File: src/rtl/tdm_rx_pkg.sv
package tdm_rx_pkg;

  localparam int OUT_W = 32;

  typedef struct packed {
    logic sclk;
    logic fsync;
    logic sdata;
  } line_t;

  function automatic int idx_width(input int n);
    return (n > 1) ? $clog2(n) : 1;
  endfunction

endpackage

File: src/rtl/tdm_rx_sync.sv
module tdm_rx_sync #(
  parameter int WIDTH  = 3,
  parameter int STAGES = 2
) (
  input  logic             clk,
  input  logic             rst,
  input  logic [WIDTH-1:0] async_i,
  output logic [WIDTH-1:0] sync_o
);

  logic [WIDTH-1:0] stage_q [STAGES];

  always_ff @(posedge clk) begin
    if (rst) begin
      for (int s = 0; s < STAGES; s++) stage_q[s] <= '0;
    end else begin
      stage_q[0] <= async_i;
      for (int s = 1; s < STAGES; s++) stage_q[s] <= stage_q[s-1];
    end
  end

  assign sync_o = stage_q[STAGES-1];

endmodule

File: src/rtl/tdm_rx_edges.sv
module tdm_rx_edges
  import tdm_rx_pkg::*;
(
  input  logic  clk,
  input  logic  rst,
  input  line_t line_i,
  output logic  sclk_rise_o,
  output logic  fs_rise_o,
  output logic  bit_o
);

  logic sclk_q;
  logic fs_q;

  always_ff @(posedge clk) begin
    if (rst) begin
      sclk_q <= 1'b0;
      fs_q   <= 1'b0;
    end else begin
      sclk_q <= line_i.sclk;
      fs_q   <= line_i.fsync;
    end
  end

  assign sclk_rise_o = line_i.sclk  & ~sclk_q;
  assign fs_rise_o   = line_i.fsync & ~fs_q;
  assign bit_o       = line_i.sdata;

endmodule

File: src/rtl/tdm_rx_deframer.sv
module tdm_rx_deframer
  import tdm_rx_pkg::*;
#(
  parameter int WORD_BITS     = 24,
  parameter int NUM_SLOTS     = 8,
  parameter int CAPTURE_SLOTS = 8,
  localparam int CW = idx_width(NUM_SLOTS)
) (
  input  logic                 clk,
  input  logic                 rst,
  input  logic                 sclk_rise_i,
  input  logic                 fs_rise_i,
  input  logic                 bit_i,
  output logic                 emit_o,
  output logic [WORD_BITS-1:0] word_o,
  output logic [CW-1:0]        chan_o
);

  localparam int CAP_EFF = (CAPTURE_SLOTS < NUM_SLOTS) ? CAPTURE_SLOTS : NUM_SLOTS;
  localparam int BW      = idx_width(WORD_BITS);
  localparam logic [BW-1:0] LAST_BIT  = BW'(WORD_BITS - 1);
  localparam logic [CW-1:0] LAST_CHAN = CW'(CAP_EFF - 1);

  logic                 active_q;
  logic                 pending_q;
  logic [BW-1:0]        bit_q;
  logic [CW-1:0]        chan_q;
  logic [WORD_BITS-1:0] shift_q;

  logic start;
  logic shift_en;
  logic last_bit;

  assign start    = sclk_rise_i & (pending_q | fs_rise_i);
  assign shift_en = sclk_rise_i & active_q & ~start;
  assign last_bit = (bit_q == LAST_BIT);

  always_ff @(posedge clk) begin
    if (rst) begin
      active_q  <= 1'b0;
      pending_q <= 1'b0;
      bit_q     <= '0;
      chan_q    <= '0;
      shift_q   <= '0;
    end else if (fs_rise_i && !sclk_rise_i) begin
      // new frame announced: drop any word in progress, wait for the clock edge
      pending_q <= 1'b1;
      active_q  <= 1'b0;
    end else if (start) begin
      pending_q <= 1'b0;
      active_q  <= 1'b1;
      chan_q    <= '0;
      bit_q     <= BW'(1);
      shift_q   <= {{(WORD_BITS-1){1'b0}}, bit_i};
    end else if (shift_en) begin
      shift_q <= {shift_q[WORD_BITS-2:0], bit_i};
      if (last_bit) begin
        bit_q <= '0;
        if (chan_q == LAST_CHAN) active_q <= 1'b0;
        else                     chan_q   <= chan_q + CW'(1);
      end else begin
        bit_q <= bit_q + BW'(1);
      end
    end
  end

  assign emit_o = shift_en & last_bit;
  assign word_o = {shift_q[WORD_BITS-2:0], bit_i};
  assign chan_o = chan_q;

  AST_EMIT_IN_FRAME: assert property (@(posedge clk) disable iff (rst)
    emit_o |-> !pending_q);

  AST_FS_RESTART: assert property (@(posedge clk) disable iff (rst)
    fs_rise_i |=> (pending_q || (active_q && chan_q == '0 && bit_q == BW'(1))));

  AST_CHAN_STEP: assert property (@(posedge clk) disable iff (rst)
    (emit_o && chan_q != LAST_CHAN && !fs_rise_i) |=> (chan_q == $past(chan_q) + CW'(1)));

endmodule

File: src/rtl/tdm_rx_out.sv
module tdm_rx_out
  import tdm_rx_pkg::*;
#(
  parameter int WORD_BITS = 24,
  parameter int CW        = 3,
  parameter int CAP       = 8
) (
  input  logic                 clk,
  input  logic                 rst,
  input  logic                 emit_i,
  input  logic [WORD_BITS-1:0] word_i,
  input  logic [CW-1:0]        chan_i,
  output logic                 valid_o,
  output logic [OUT_W-1:0]     data_o,
  output logic [CW-1:0]        chan_o
);

  always_ff @(posedge clk) begin
    if (rst) begin
      valid_o <= 1'b0;
      data_o  <= '0;
      chan_o  <= '0;
    end else begin
      valid_o <= emit_i;
      if (emit_i) begin
        data_o <= OUT_W'(word_i);
        chan_o <= chan_i;
      end
    end
  end

  AST_VALID_PULSE: assert property (@(posedge clk) disable iff (rst)
    valid_o |=> !valid_o);

  AST_CHAN_RANGE: assert property (@(posedge clk) disable iff (rst)
    valid_o |-> (int'(chan_o) < CAP));

  generate
    if (WORD_BITS < OUT_W) begin : g_pad_chk
      AST_PAD_ZERO: assert property (@(posedge clk) disable iff (rst)
        valid_o |-> (data_o[OUT_W-1:WORD_BITS] == '0));
    end
  endgenerate

endmodule

File: src/rtl/tdm_fs_rx.sv
module tdm_fs_rx
  import tdm_rx_pkg::*;
#(
  parameter int WORD_BITS     = 24,
  parameter int NUM_SLOTS     = 8,
  parameter int CAPTURE_SLOTS = 8,
  parameter int SYNC_STAGES   = 2,
  localparam int CW = idx_width(NUM_SLOTS)
) (
  input  logic             clk,
  input  logic             rst,
  input  logic             sclk_i,
  input  logic             fsync_i,
  input  logic             sdata_i,
  output logic             word_valid_o,
  output logic [OUT_W-1:0] word_data_o,
  output logic [CW-1:0]    word_chan_o
);

  localparam int CAP_EFF = (CAPTURE_SLOTS < NUM_SLOTS) ? CAPTURE_SLOTS : NUM_SLOTS;

  line_t raw_line;
  line_t sync_line;
  logic  sclk_rise;
  logic  fs_rise;
  logic  rx_bit;
  logic  emit;
  logic [WORD_BITS-1:0] word;
  logic [CW-1:0]        chan;

  assign raw_line = '{sclk: sclk_i, fsync: fsync_i, sdata: sdata_i};

  tdm_rx_sync #(.WIDTH($bits(line_t)), .STAGES(SYNC_STAGES)) u_sync (
    .clk     (clk),
    .rst     (rst),
    .async_i (raw_line),
    .sync_o  (sync_line)
  );

  tdm_rx_edges u_edges (
    .clk         (clk),
    .rst         (rst),
    .line_i      (sync_line),
    .sclk_rise_o (sclk_rise),
    .fs_rise_o   (fs_rise),
    .bit_o       (rx_bit)
  );

  tdm_rx_deframer #(
    .WORD_BITS     (WORD_BITS),
    .NUM_SLOTS     (NUM_SLOTS),
    .CAPTURE_SLOTS (CAPTURE_SLOTS)
  ) u_deframer (
    .clk         (clk),
    .rst         (rst),
    .sclk_rise_i (sclk_rise),
    .fs_rise_i   (fs_rise),
    .bit_i       (rx_bit),
    .emit_o      (emit),
    .word_o      (word),
    .chan_o      (chan)
  );

  tdm_rx_out #(.WORD_BITS(WORD_BITS), .CW(CW), .CAP(CAP_EFF)) u_out (
    .clk     (clk),
    .rst     (rst),
    .emit_i  (emit),
    .word_i  (word),
    .chan_i  (chan),
    .valid_o (word_valid_o),
    .data_o  (word_data_o),
    .chan_o  (word_chan_o)
  );

endmodule

File: config.mk
export PLATFORM = sky130hd
export DESIGN_NAME = tdm_fs_rx
export DESIGN_NICKNAME = d
export VERILOG_FILES = /design/src/rtl/tdm_rx_pkg.sv /design/src/rtl/tdm_rx_sync.sv /design/src/rtl/tdm_rx_edges.sv /design/src/rtl/tdm_rx_deframer.sv /design/src/rtl/tdm_rx_out.sv /design/src/rtl/tdm_fs_rx.sv
export SDC_FILE = /design/constraint.sdc
export NUM_CORES = 1
export LEC_CHECK = 0
export BUFFER_PORTS_ARGS = -buffer_cell sky130_fd_sc_hd__buf_2
export CAP_MARGIN = 20
export CELL_PAD_IN_SITES_DETAIL_PLACEMENT = 0
export CELL_PAD_IN_SITES_GLOBAL_PLACEMENT = 1
export CORE_AREA = 2 2 98 76
export CTS_CLUSTER_SIZE = 28
export DETAILED_ROUTE_END_ITERATION = 10
export DIE_AREA = 0 0 100 78
export PLACE_DENSITY_LB_ADDON = 0.1
export REMOVE_ABC_BUFFERS = 1
export SETUP_SLACK_MARGIN = 0.4
export SYNTH_ARGS = -nofsm -noshare
export SYNTH_HDL_FRONTEND = slang
export SYNTH_SLANG_ARGS = --single-unit
export TNS_END_PERCENT = 100
File: constraint.sdc
create_clock -name clk -period 2 [get_ports clk]
set_clock_uncertainty 0.2 [all_clocks]
set_input_delay 0 -clock clk [delete_from_list [all_inputs] [get_ports clk]]
set_output_delay 0 -clock clk [all_outputs]
set_load 0.02 [all_outputs]
# == After elaboration in Yosys (flattened, before gate mapping) ==
# Memories as Yosys holds them, arrays and structs flattened.
# Index checks and enable logic that the tools add are counted.
# word_totals
regBits,63
ram_bits,6
in_bits,5
output_inout_bits,36
elab_cells,59
mem_count,1
# classes
n_addsub,2
n_eq_ne,3
mux,20
bitwise_logic,13
reduce_logical,10
# memory_table
name,depth,word_bits,read_ports,rd_clocked_by_memory_dff,write_ports,line_no,text
u_sync.stage_q,2,3,2,0,2,tdm_rx_sync.sv:11,logic [WIDTH-1:0] stage_q [STAGES];
# op_table
operator,count
$mux W23,2
$mux W3,6
$mux W5,3
$mux W1,9
$reduce_bool A2 Y1,4
$and A1 B1 Y1,6
$add A5 B1 Y5 const B,1
$eq A5 B5 Y1 const B,1
$not A1 Y1,4
$reduce_and A4 Y1,1
$add A3 B1 Y3 const B,1
$eq A3 B3 Y1 const B,1
$or A1 B1 Y1,3
$reduce_and A3 Y1,1
$ne A2 B1 Y1 const B,1
$reduce_and A2 Y1,1
$reduce_or A2 Y1,1
$logic_and A1 B1 Y1,1
$logic_not A1 Y1,1

# == Longest topological paths before layout ==
# Gate-level depths: netlist (run 1).
# depth
word_depth,8
ltp_mapped,8

# == Cells and area by module ==
# Synthesis (run 1) repeated with hierarchy kept, for this count alone.
# unflattened
hier_cells,254
area_unflattened_um2,2616.3
# modules_own_cells
module,n_inst,cells_per_inst,area_each_um2,seq_area_each_um2
tdm_rx_deframer,1,134,1290.0,660.6
tdm_rx_out,1,98,1068.5,560.5
tdm_rx_sync,1,15,180.2,120.1
tdm_rx_edges,1,7,77.6,40.0

# == Worst setup path after synthesis (run 1) ==
# No wires, ideal clock.
# synth_path
path_kind,reg2reg
startpoint,reg u_deframer.bit_q[0]
endpoint,reg u_out.data_o[2]
t_arrival_ps,1468
required_time_ps,1730
path_slack_ps,262
path_stages_with_launch,9
cell_sequence,dfxtp_1 > ha_1 > and4b_1 > buf_4 > and4_4 > buf_12 > buf_8 > nand2_1 > a21oi_2
# synth_via
elab_chain_cells,2
# synth_rtl
item,line_no,text
from (decl),tdm_rx_deframer.sv:26,logic [BW-1:0] bit_q;
from (signal assigned),tdm_rx_deframer.sv:62,bit_q <= bit_q + BW'(1);
$eq A5 B5 Y1,tdm_rx_deframer.sv:36,assign last_bit = (bit_q == LAST_BIT);
$and A1 B1 Y1,tdm_rx_deframer.sv:67,assign emit_o = shift_en & last_bit;
to (signal assigned),tdm_rx_out.sv:26,data_o <= OUT_W'(word_i);
to (decl),tdm_rx_out.sv:14,"output logic [OUT_W-1:0] data_o,"
# Every way passes these cells.
# A chain may end at the register's enable or synchronous reset.

# == Worst setup path after layout (run 1) ==
# layout_path
startpoint,reg u_deframer.bit_q[1]
endpoint,reg u_out.data_o[3]
# Same word-level chain as after synthesis.

==> key figures, run 1 <==
Outcome
  – Status: finished clean

Layout
  – Fillers: between 600 and 700
  – Layout cells sized above 1: 36.23%
  – Inserted Diodes: 0
  – Utilization after layout: about half
  – Non-filler cells, final: ~430
  – Nets@finish: 349
  – Finished Cell Area: roughly 3400 um2
  – Area grow syn2layout: 28.71%

Synthesis
  – Synth Cell Area: 2680 um2
  – Top post-synthesis cells by area: dfxtp_1, nand2_1, a22oi_1
  – Syn Inst Count: 285
  – Cell variety after synth: 33
  – Post-synth EDFFs: 0
  – Synth cell count leaders: dfxtp_1, nand2_1, nor2_1
  – Synth warnings: 0
  – Yosys top cell by area: dfxtp_1
  – #FFs+latches synth: 69
  – Dominant synthesized flop cell: dfxtp_1
  – Register area share after synthesis: 51.54%
  – Mean post-synth cell area: 9.404 um2
  – Synth async-reset ratio: 0%
  – Most numerous cell in the Yosys netlist: dfxtp_1
  – Post-synth top area share: 51.54%

STA
  – Unrepaired setup endpoints after global routing: true
  – Setup slack after layout: 0.2538 ns
  – Tmin final: 1.746 ns
  – Final hold violation count: 0
  – Tcrit/Tclk final: 87.31%
  – Final setup violation count: 0
  – Max Slew Vio Count: 0
  – Fmax: roughly 0.57 GHz
  – Setup tns final: 0 ns

Worst setup path
  – CP Launch Type: flip-flop
  – Reg2reg path depth: 6
  – Crit end category: flip-flop
  – Setup crit end: u_out.data_o[3]
  – Flop-to-flop setup slack: 0.25 ns
  – Critical Path, Cell by Cell: ha_4 -> and4b_2 -> buf_4 -> and4_2 -> nand2_1 -> a21oi_2
  – Crit-path max FO: 7
  – Crit Path Category: reg2reg
  – Origin of the critical flop-to-flop path: u_deframer.bit_q[1]
  – Delay-heaviest family, CP: simple AND/OR/NAND/NOR gates
  – Worst flop-to-flop path endpoint: u_out.data_o[3]
  – CP Buf/Inv Count: 1
  – CP required: 2.08 ns
  – Critical path depth: 6
  – Delay of the slowest critical-path stage: 0.36 ns
  – CP arrival: 1.83 ns
  – Setup crit start: u_deframer.bit_q[1]
  – Slowest stage cell, crit path: dfxtp_2

Min path
  – Hold crit path type: in2reg
  – WHS Path Cells: 3

Placed design
  – Placed Area: about 2900 um2
  – Final HPWL DP: 3410 um
  – Setup slack after placement: about 0.15 ns
  – Placed cells: ~390
  – GPL Wtd Cong: 0.7292
  – IO buf count: 32

Floorplan
  – Width of the die: 100 um
  – Placement Rows: 26
  – Initial core utilization: 39.61%
  – Die height: 78 um
  – IO Count: 41
  – Die ar.: 7800 um2
  – Core Area: 6766 um2

Routing
  – Routed vias/inst: 5.063
  – First DRT Iteration DRCs: roughly 110
  – Routed Antenna Nets: 0
  – WL/cell: 14.45 um
  – First drt pass iteration count: 4
  – Total number of vias: ~2200
  – DRC viols: 0
  – Routed wire length: 6198 um

Global routing
  – Initial antenna violation count: 0
  – Congestion Overflow GR: 0
  – Vias in the first global route: 2007
  – First-pass GRT wire length: 9970 um
  – GR Util All Layers: 16.55%
  – Pin count of the biggest net entering global routing: 35

Clock network
  – Skew-Pair Late Insertion Delay: 0.34 ns
  – H-tree Lvls: 3
  – TritonCTS clock tree: built
  – Clk buf depth: 2
  – Clk root buf: clkbuf_8
  – Clk slew on worst S/H paths: 0.07 ns
  – Total CTS buffers: 9
  – # clock sinks: 69

Power
  – Worst VDD drop: 0.0003358 V
  – Leak: 0.001296 uW
  – PD cells: roughly 760 nW/um2

Run
  – Max cap viols: 0
[logic make-up after synthesis]
group / share of synthesized area, %
and+or+nand+nor: 20.49
DFF: 51.54
AOI/OAI and AO/OA: 17.55
buffers and inverters: 7.003
muxes: 1.867
adders and majority gates: 1.401
other: 0.1399
[flip-flops by register name, summed over array words and instances, names as in the netlist, 3 cells and up]
signal,cells
u_deframer.shift_q,23
u_deframer.bit_q,5
u_out.data_o,24
u_deframer.chan_o,3
u_out.chan_o,3
u_sync.stage_q,6
[metrics by stage]
stage / hold slack, ns / total power [uW]
after detailed placement: 0.01165 / 1496
final: 0.1971 / 2625
after floorplan: -0.1376 / 1453
after CTS: 0.1838 / 2656
after global placement: 0.009674 / 1496
after global routing: 0.1992 / 2745
[cell usage in the layout, fill, tap and decap left out, types with 10 or more instances in the layout]
| cell | n |
|---|---|
| dfxtp_1 | 64 |
| nand2_1 | 53 |
| a21oi_2 | 21 |
| nor2_1 | 28 |
| buf_2 | 32 |
| a21oi_1 | 11 |
| a22oi_2 | 10 |
| clkbuf_8 | 11 |
| buf_4 | 14 |
| a22oi_1 | 13 |
[timing repair]
item / in CTS / in global routing
buffers inserted: 8 / 5
resized for setup: 12 / 31
pin swaps: 6 / 8
hold buffers: 4 / 0
setup endpoints to repair: 54 / 57
endpoints found under the hold margin: 16 / 0
gates cloned: 2 / 2
[final cells by class]
type | instances | area (um2) | share of cell area, %
tap | 84 | 105.1 | 3.047
clock inverter | 3 | 45.04 | 1.306
inverter | 2 | 7.507 | 0.2176
multi-input combinational | 198 | 1290 | 37.40
sequential | 69 | 1388 | 40.22
clock buffer | 12 | 155.1 | 4.498
timing repair buffer | 61 | 459.2 | 13.31
[where the power goes]
| group | switching [uW] | internal [uW] |
|---|---|---|
| sequential | 7.27 | 1380 |
| combinational | 60.6 | 31.3 |
| clock | 506 | 638 |
| total | 574 | 2050 |
[routing by layer]
| layer | vias up | share of wire (%) | GRT usage (%) |
|---|---|---|---|
| met5 | - | 0 | 0 |
| met4 | 0 | 0.77 | 4.110 |
| met3 | 6 | 5.9 | 7.477 |
| met2 | 55 | 45 | 24.66 |
| met1 | 1036 | 49 | 21.87 |
| li1 | 1075 | - | - |
[how the worst min path moves through the flow]
stage / slack (ns) / end / from
4_1_cts: 0.18 / u_sync.stage_q[0][0] / sdata_i
3_5_place_dp: 0.01 / u_sync.stage_q[0][1] / fsync_i
3_3_place_gp: 0.01 / u_sync.stage_q[0][0] / sdata_i
5_1_grt: 0.20 / u_sync.stage_q[0][0] / sdata_i
6_report: 0.20 / u_sync.stage_q[0][1] / fsync_i
2_1_floorplan: -0.14 / u_out.chan_o[0] / rst
[worst register-to-register path, cell delays in order, from the launching register on]
cell     delay (ns)
dfxtp_2        0.36
ha_4           0.14
and4b_2        0.29
buf_4          0.13
and4_2         0.34
nand2_1        0.10
a21oi_2        0.12
No activity file was read; power rests on OpenSTA's default activity.
==> inputs of run 2 (changes only) <==
ABC_AREA = 1   (was not set)
CORE_AREA = 2 2 97 76   (was 2 2 98 76)
CTS_CLUSTER_SIZE = not set   (was 28)
DIE_AREA = 0 0 99 78   (was 0 0 100 78)
==> key figures, run 2 <==
Outcome
  – Status: finished clean

Clock network
  – Skew-Pair Late Insertion Delay: 0.34 ns
  – # clock sinks: 69
  – Clk slew on worst S/H paths: roughly 0.080 ns
  – Clk root buf: clkbuf_8
  – Clk buf depth: 2
  – Total CTS buffers: 9
  – TritonCTS clock tree: built
  – H-tree Lvls: 3

Worst setup path
  – Critical Path, Cell by Cell: ha_4 -> nand4_1 -> inv_2 -> nand2_8 -> clkbuf_16 -> nand2_1 -> a21oi_1
  – Crit Path Category: reg2reg
  – Slowest stage cell, crit path: dfxtp_4
  – Flop-to-flop setup slack: 0.34 ns
  – Delay of the slowest critical-path stage: about 0.37 ns
  – CP arrival: about 1.7 ns
  – CP Launch Type: flip-flop
  – Crit-path max FO: 5
  – CP required: 2.01 ns
  – Crit end category: flip-flop

Global routing
  – Met2 usage: 23.31%
  – Initial antenna violation count: 0
  – Busiest grt layer: met2
  – Met3 usage: 4.865%
  – First-pass GRT wire length: ~9100 um
  – Congestion Overflow GR: 0
  – Met1 usage: 18.48%
  – GR Util All Layers: 14.69%
  – Pin count of the biggest net entering global routing: 49
  – Vias in the first global route: approximately 2000

Synthesis
  – Cell variety after synth: 25
  – Post-synth EDFFs: 0
  – Top post-synthesis cells by area: dfxtp_1, nand2_1, a21oi_1
  – Synth async-reset ratio: 0%
  – Synth Cell Area: 2615 um2
  – Most numerous cell in the Yosys netlist: nand2_1
  – Mean post-synth cell area: 7.973 um2
  – Synth cell count leaders: nand2_1, dfxtp_1, a21oi_1
  – Synth warnings: 0
  – Syn Inst Count: 328
  – Yosys top cell by area: dfxtp_1
  – Dominant synthesized flop cell: dfxtp_1
  – Register area share after synthesis: a little over half
  – #FFs+latches synth: 69
  – Post-synth top area share: 52.82%

Power
  – Worst VDD drop: between 0.0004 and 0.0005 V
  – Switching pwr: 592.6 uW
  – Internal power: between 2000 and 2500 uW
  – Net Sw Frac: between 20 and 25%
  – Leak: 0.001372 uW
  – Clock power frac: between 40% and 50%
  – PD cells: roughly 830 nW/um2
  – Reg power frac: 50.7%
  – Comb pwr share: 3.4%

Floorplan
  – Die height: 78 um
  – Placement Rows: 26
  – Core Area: 6669 um2
  – Width of the die: 99 um
  – IO Count: 41
  – Initial core utilization: 39.21%
  – Die ar.: 7722 um2

Placed design
  – GPL Wtd Cong: 0.7036
  – Placed Area: 2793 um2
  – Setup slack after placement: 0.2950 ns
  – IO buf count: 32
  – Final HPWL DP: 3213 um

STA
  – Final setup violation count: 0
  – Fmax: between 0.6 and 0.7 GHz
  – Rel. slew slack: 65.52%
  – Unrepaired setup endpoints after global routing: true
  – Least-Margin Pin Slew: 0.5173 ns
  – Max Slew Vio Count: 0
  – Setup slack after layout: 0.3421 ns
  – Final hold violation count: 0
  – Tcrit/Tclk final: 82.90%
  – Tmin final: 1.658 ns
  – WHS: roughly 0.19 ns
  – Setup tns final: 0 ns

Layout
  – Fillers: around 650
  – Area occupied by registers: around 1400 um2
  – Max FFs per register: 24
  – Commonest non-fill, non-tap cell in the layout: nand2_1
  – Area grow syn2layout: 26.79%
  – Layout cells sized above 1: 25.59%
  – Nets@finish: 382
  – Most frequent cells in the layout: nand2_1, dfxtp_1, a21oi_1, buf_2, nor2_1
  – Largest registers: u_out.data_o (24), u_deframer.shift_q (23), u_sync.stage_q (6)
  – Inserted Diodes: 0
  – Finished Cell Area: approximately 3300 um2
  – Biggest register: u_out.data_o
  – Multi-input gate area: 1141 um2

Min path
  – Hold crit path type: in2reg

Routing
  – First DRT Iteration DRCs: 70
  – DRC viols: 0
  – Routed wire length: 5609 um
  – Routed vias/inst: approximately 4.6
  – WL/cell: 12.11 um
  – First drt pass iteration count: 4
  – Total number of vias: 2124
  – Routed Antenna Nets: 0

Run
  – Max cap viols: 0
[run 2: logic make-up (layout without fill, tap and decap cells)]
logic type	Yosys count	after routing	synth area share [%]
adder cells (fa/ha/maj)	3	3	1.436
buffers and inverters	42	85	8.421
other	1	8	0.1434
AND/OR/NAND/NOR	147	148	24.16
AO/OA/AOI/OAI	66	66	13.01
flip-flops	69	69	52.82
[run 2: timing repair]
action	in CTS	in global routing
hold buffers	7	0
cloned	0	2
setup endpoints to repair	58	51
pin swaps	2	5
gates resized for setup	7	37
hold endpoints to repair	9	0
setup buffers	4	2
[run 2: worst paths after layout]
kind | start | to | cells after the start
worst min-delay path | sdata_i | u_sync.stage_q[0][0] | 4
worst max-delay path | u_deframer.bit_q[0] | u_out.data_o[11] | 7
worst max register to register | u_deframer.bit_q[0] | u_out.data_o[11] | 7
worst min register to register | u_sync.stage_q[0][1] | u_sync.stage_q[0][4] | 2
[run 2: routing by layer]
layer	wire length [um]	up-vias
met5	0	-
met4	69	0
met3	255	7
met2	2429	45
met1	2855	956
li1	-	1116
[run 2: power groups by stage]
stage	Clock, uW	Combinational (uW)	Sequential, uW
floorplan	0	46.7	1420
global placement	0	76.6	1420
detailed placement	0	76.4	1420
CTS	1290	87.4	1390
global route	1350	105	1390
finish	1260	92.9	1390
[run 2: worst max-delay path: cells and delay by family (launching register included)]
family,cells,cell delay [ns]
DFF,1,0.37
AOI/OAI and AO/OA,1,0.06
adders and majority gates,1,0.14
buffers and inverters,2,0.38
and+or+nand+nor,3,0.38
[run 2: cell type report]
type,instances,area share (%)
inverter,19,3.094
clock inverter,6,2.604
sequential,69,41.81
timing repair buffer,50,10.75
multi-input combinational,225,34.41
clock buffer,10,4.151
tap,84,3.170
[run 2: through the flow]
step / utilization (%) / power (uW) / std cells
6_report: 49.72 / 2737 / 463
5_1_grt: 49.72 / 2845 / 463
4_1_cts: 47.15 / 2762 / 459
3_5_place_dp: 41.88 / 1497 / 432
3_3_place_gp: 41.88 / 1497 / 432
2_1_floorplan: - / 1466 / 312
==> inputs of run 3 (changes only) <==
ABC_AREA = 0   (was 1)
CORE_AREA = 2 2 98 76   (was 2 2 97 76)
DIE_AREA = 0 0 100 78   (was 0 0 99 78)
clock period = 1.58 ns   (was 2 ns; I/O delays follow)
==> key figures, run 3 (synthesized netlist as in run 1, its figures left out) <==
Outcome
  – Status: finished with violations
  – Failing checks: setup timing

Layout
  – Finished Cell Area: 3919 um2
  – Layout cells sized above 1: a little under half
  – Fillers: 600
  – Non-filler cells, final: about 450
  – Max FFs per register: 24
  – Area grow syn2layout: 46.22%
  – Commonest non-fill, non-tap cell in the layout: dfxtp_1
  – Utilization after layout: 57.91%
  – Inserted Diodes: 0
  – Nets@finish: roughly 370
  – Most frequent cells in the layout: dfxtp_1, nand2_1, buf_2, nor2_1, a22oi_2
  – Largest registers: u_out.data_o (24), u_deframer.shift_q (23), u_sync.stage_q (6)
  – Biggest register: u_out.data_o

Power
  – Worst VDD drop: 0.0005526 V
  – PD cells: 898.3 nW/um2
  – Leak: 0.001508 uW

Floorplan
  – IO Count: 41
  – Placement Rows: 26
  – Initial core utilization: ~40%
  – Core Area: 6766 um2
  – Width of the die: 100 um
  – Die ar.: 7800 um2
  – Die height: about 78 um

Worst setup path
  – Crit Path Category: reg2reg
  – CP required: 1.66 ns
  – CP Launch Type: flip-flop
  – Delay of the slowest critical-path stage: about 0.35 ns
  – Reg2reg path depth: 6
  – CP Buf/Inv Count: 1
  – Crit end category: flip-flop
  – Critical path depth: 6
  – Crit-path max FO: 8
  – Critical Path, Cell by Cell: ha_4 -> and4b_2 -> and4_4 -> buf_6 -> nand2_1 -> a21oi_2
  – Slowest stage cell, crit path: dfxtp_2
  – Delay-heaviest family, CP: simple AND/OR/NAND/NOR gates
  – CP arrival: ~1.8 ns

Placed design
  – IO buf count: 32
  – Final HPWL DP: 3438 um
  – Placed cells: 402
  – Placed Area: 2992 um2
  – GPL Wtd Cong: roughly 0.76

STA
  – Unrepaired setup endpoints after global routing: true
  – Final setup violation count: 33
  – Setup tns final: -2.912 ns
  – Max Slew Vio Count: 0
  – Fmax: slightly below 0.6 GHz
  – Tmin final: 1.704 ns
  – Final hold violation count: 0
  – Setup slack after layout: -0.1235 ns
  – Tcrit/Tclk final: 107.8%

Clock network
  – Skew-Pair Late Insertion Delay: approximately 0.34 ns
  – TritonCTS clock tree: built
  – Clk root buf: clkbuf_8
  – Clk slew on worst S/H paths: 0.08 ns
  – Clk buf depth: 2
  – # clock sinks: 69
  – Total CTS buffers: 9
  – H-tree Lvls: 3

Routing
  – Routed wire length: 6603 um
  – DRC viols: 0
  – First DRT Iteration DRCs: 82
  – First drt pass iteration count: 4
  – WL/cell: roughly 15 um
  – Routed Antenna Nets: 0
  – Total number of vias: 2197
  – Routed vias/inst: 4.893

Min path
  – Hold crit path type: in2reg
  – WHS Path Cells: 3

Global routing
  – Initial antenna violation count: 0
  – Congestion Overflow GR: 0
  – First-pass GRT wire length: 10740 um
  – Pin count of the biggest net entering global routing: between 70 and 80
  – GR Util All Layers: 17.71%
  – Vias in the first global route: 2148

Run
  – Max cap viols: 0
## run 3: cell count changes in the layout (fill, tap and decap cells not counted), moves of 6 or more
cell / before / now
nor2b_1: 0 / 9
a22oi_2: 0 / 23
a21oi_2: 1 / 20
buf_16: 0 / 6
inv_1: 13 / 2
a21oi_1: 52 / 12
buf_6: 3 / 12
buf_4: 5 / 21
buf_12: 0 / 7
nand2_1: 94 / 42
## run 3: worst paths after layout
kind | from | endpoint | slack, ns
min reg2reg | u_sync.stage_q[0][1] | u_sync.stage_q[0][4] | 0.24
max | u_deframer.bit_q[0] | u_out.data_o[6] | -0.12
max reg2reg | u_deframer.bit_q[0] | u_out.data_o[6] | -0.12
min | sclk_i | u_sync.stage_q[0][2] | 0.20
## run 3: layout make-up
class / instances / area (um2) / area share [%]
Clock buffer: 11 / 141.4 / 3.608
Clock inverter: 5 / 83.83 / 2.139
Inverter: 2 / 7.507 / 0.1916
Multi-Input combinational cell: 195 / 1379 / 35.19
Sequential cell: 69 / 1389 / 35.44
Tap cell: 84 / 105.1 / 2.682
Timing Repair Buffer: 83 / 813.3 / 20.75
## run 3: timing repair
item                                    in CTS  in global routing
pin swaps                                   29                 11
hold buffers                                 4                  0
buffers inserted                            17                  3
endpoints found under the setup margin      60                 61
gates cloned                                 6                  1
resized for setup                           67                 22
endpoints found under the hold margin       61                  0
## run 3: through the flow
stage               setup WS (ns)  power, uW  hold WS (ns)
floorplan                 -0.3114       1839       -0.1376
global placement          -0.1300       1897       0.01025
detailed placement        -0.2162       1897       0.01438
CTS                      -0.08907       3556        0.1723
global route              -0.1756       3655        0.2134
finish                    -0.1235       3520        0.2001
## run 3: per-layer routing
| layer | GRT usage [%] | share of wire (%) | vias up |
|---|---|---|---|
| li1 | - | - | 1103 |
| met1 | 24.05 | 49 | 1039 |
| met2 | 27.09 | 44 | 47 |
| met3 | 5.946 | 5.1 | 8 |
| met4 | 4.521 | 1.2 | 0 |
| met5 | 0 | 0 | - |
## run 3: where the power goes
part / leakage [uW] / total (uW) / internal, uW / switching [uW]
combinational: 0.000843 / 147 / 60.8 / 86.4
sequential: 0.000560 / 1760 / 1750 / 7.88
clock: 0.000106 / 1620 / 935 / 681
## run 3: worst min-delay path: stages
cell	delay [ns]
dlygate4sd3_1	0.52
buf_2	0.09
nor2b_1	0.10
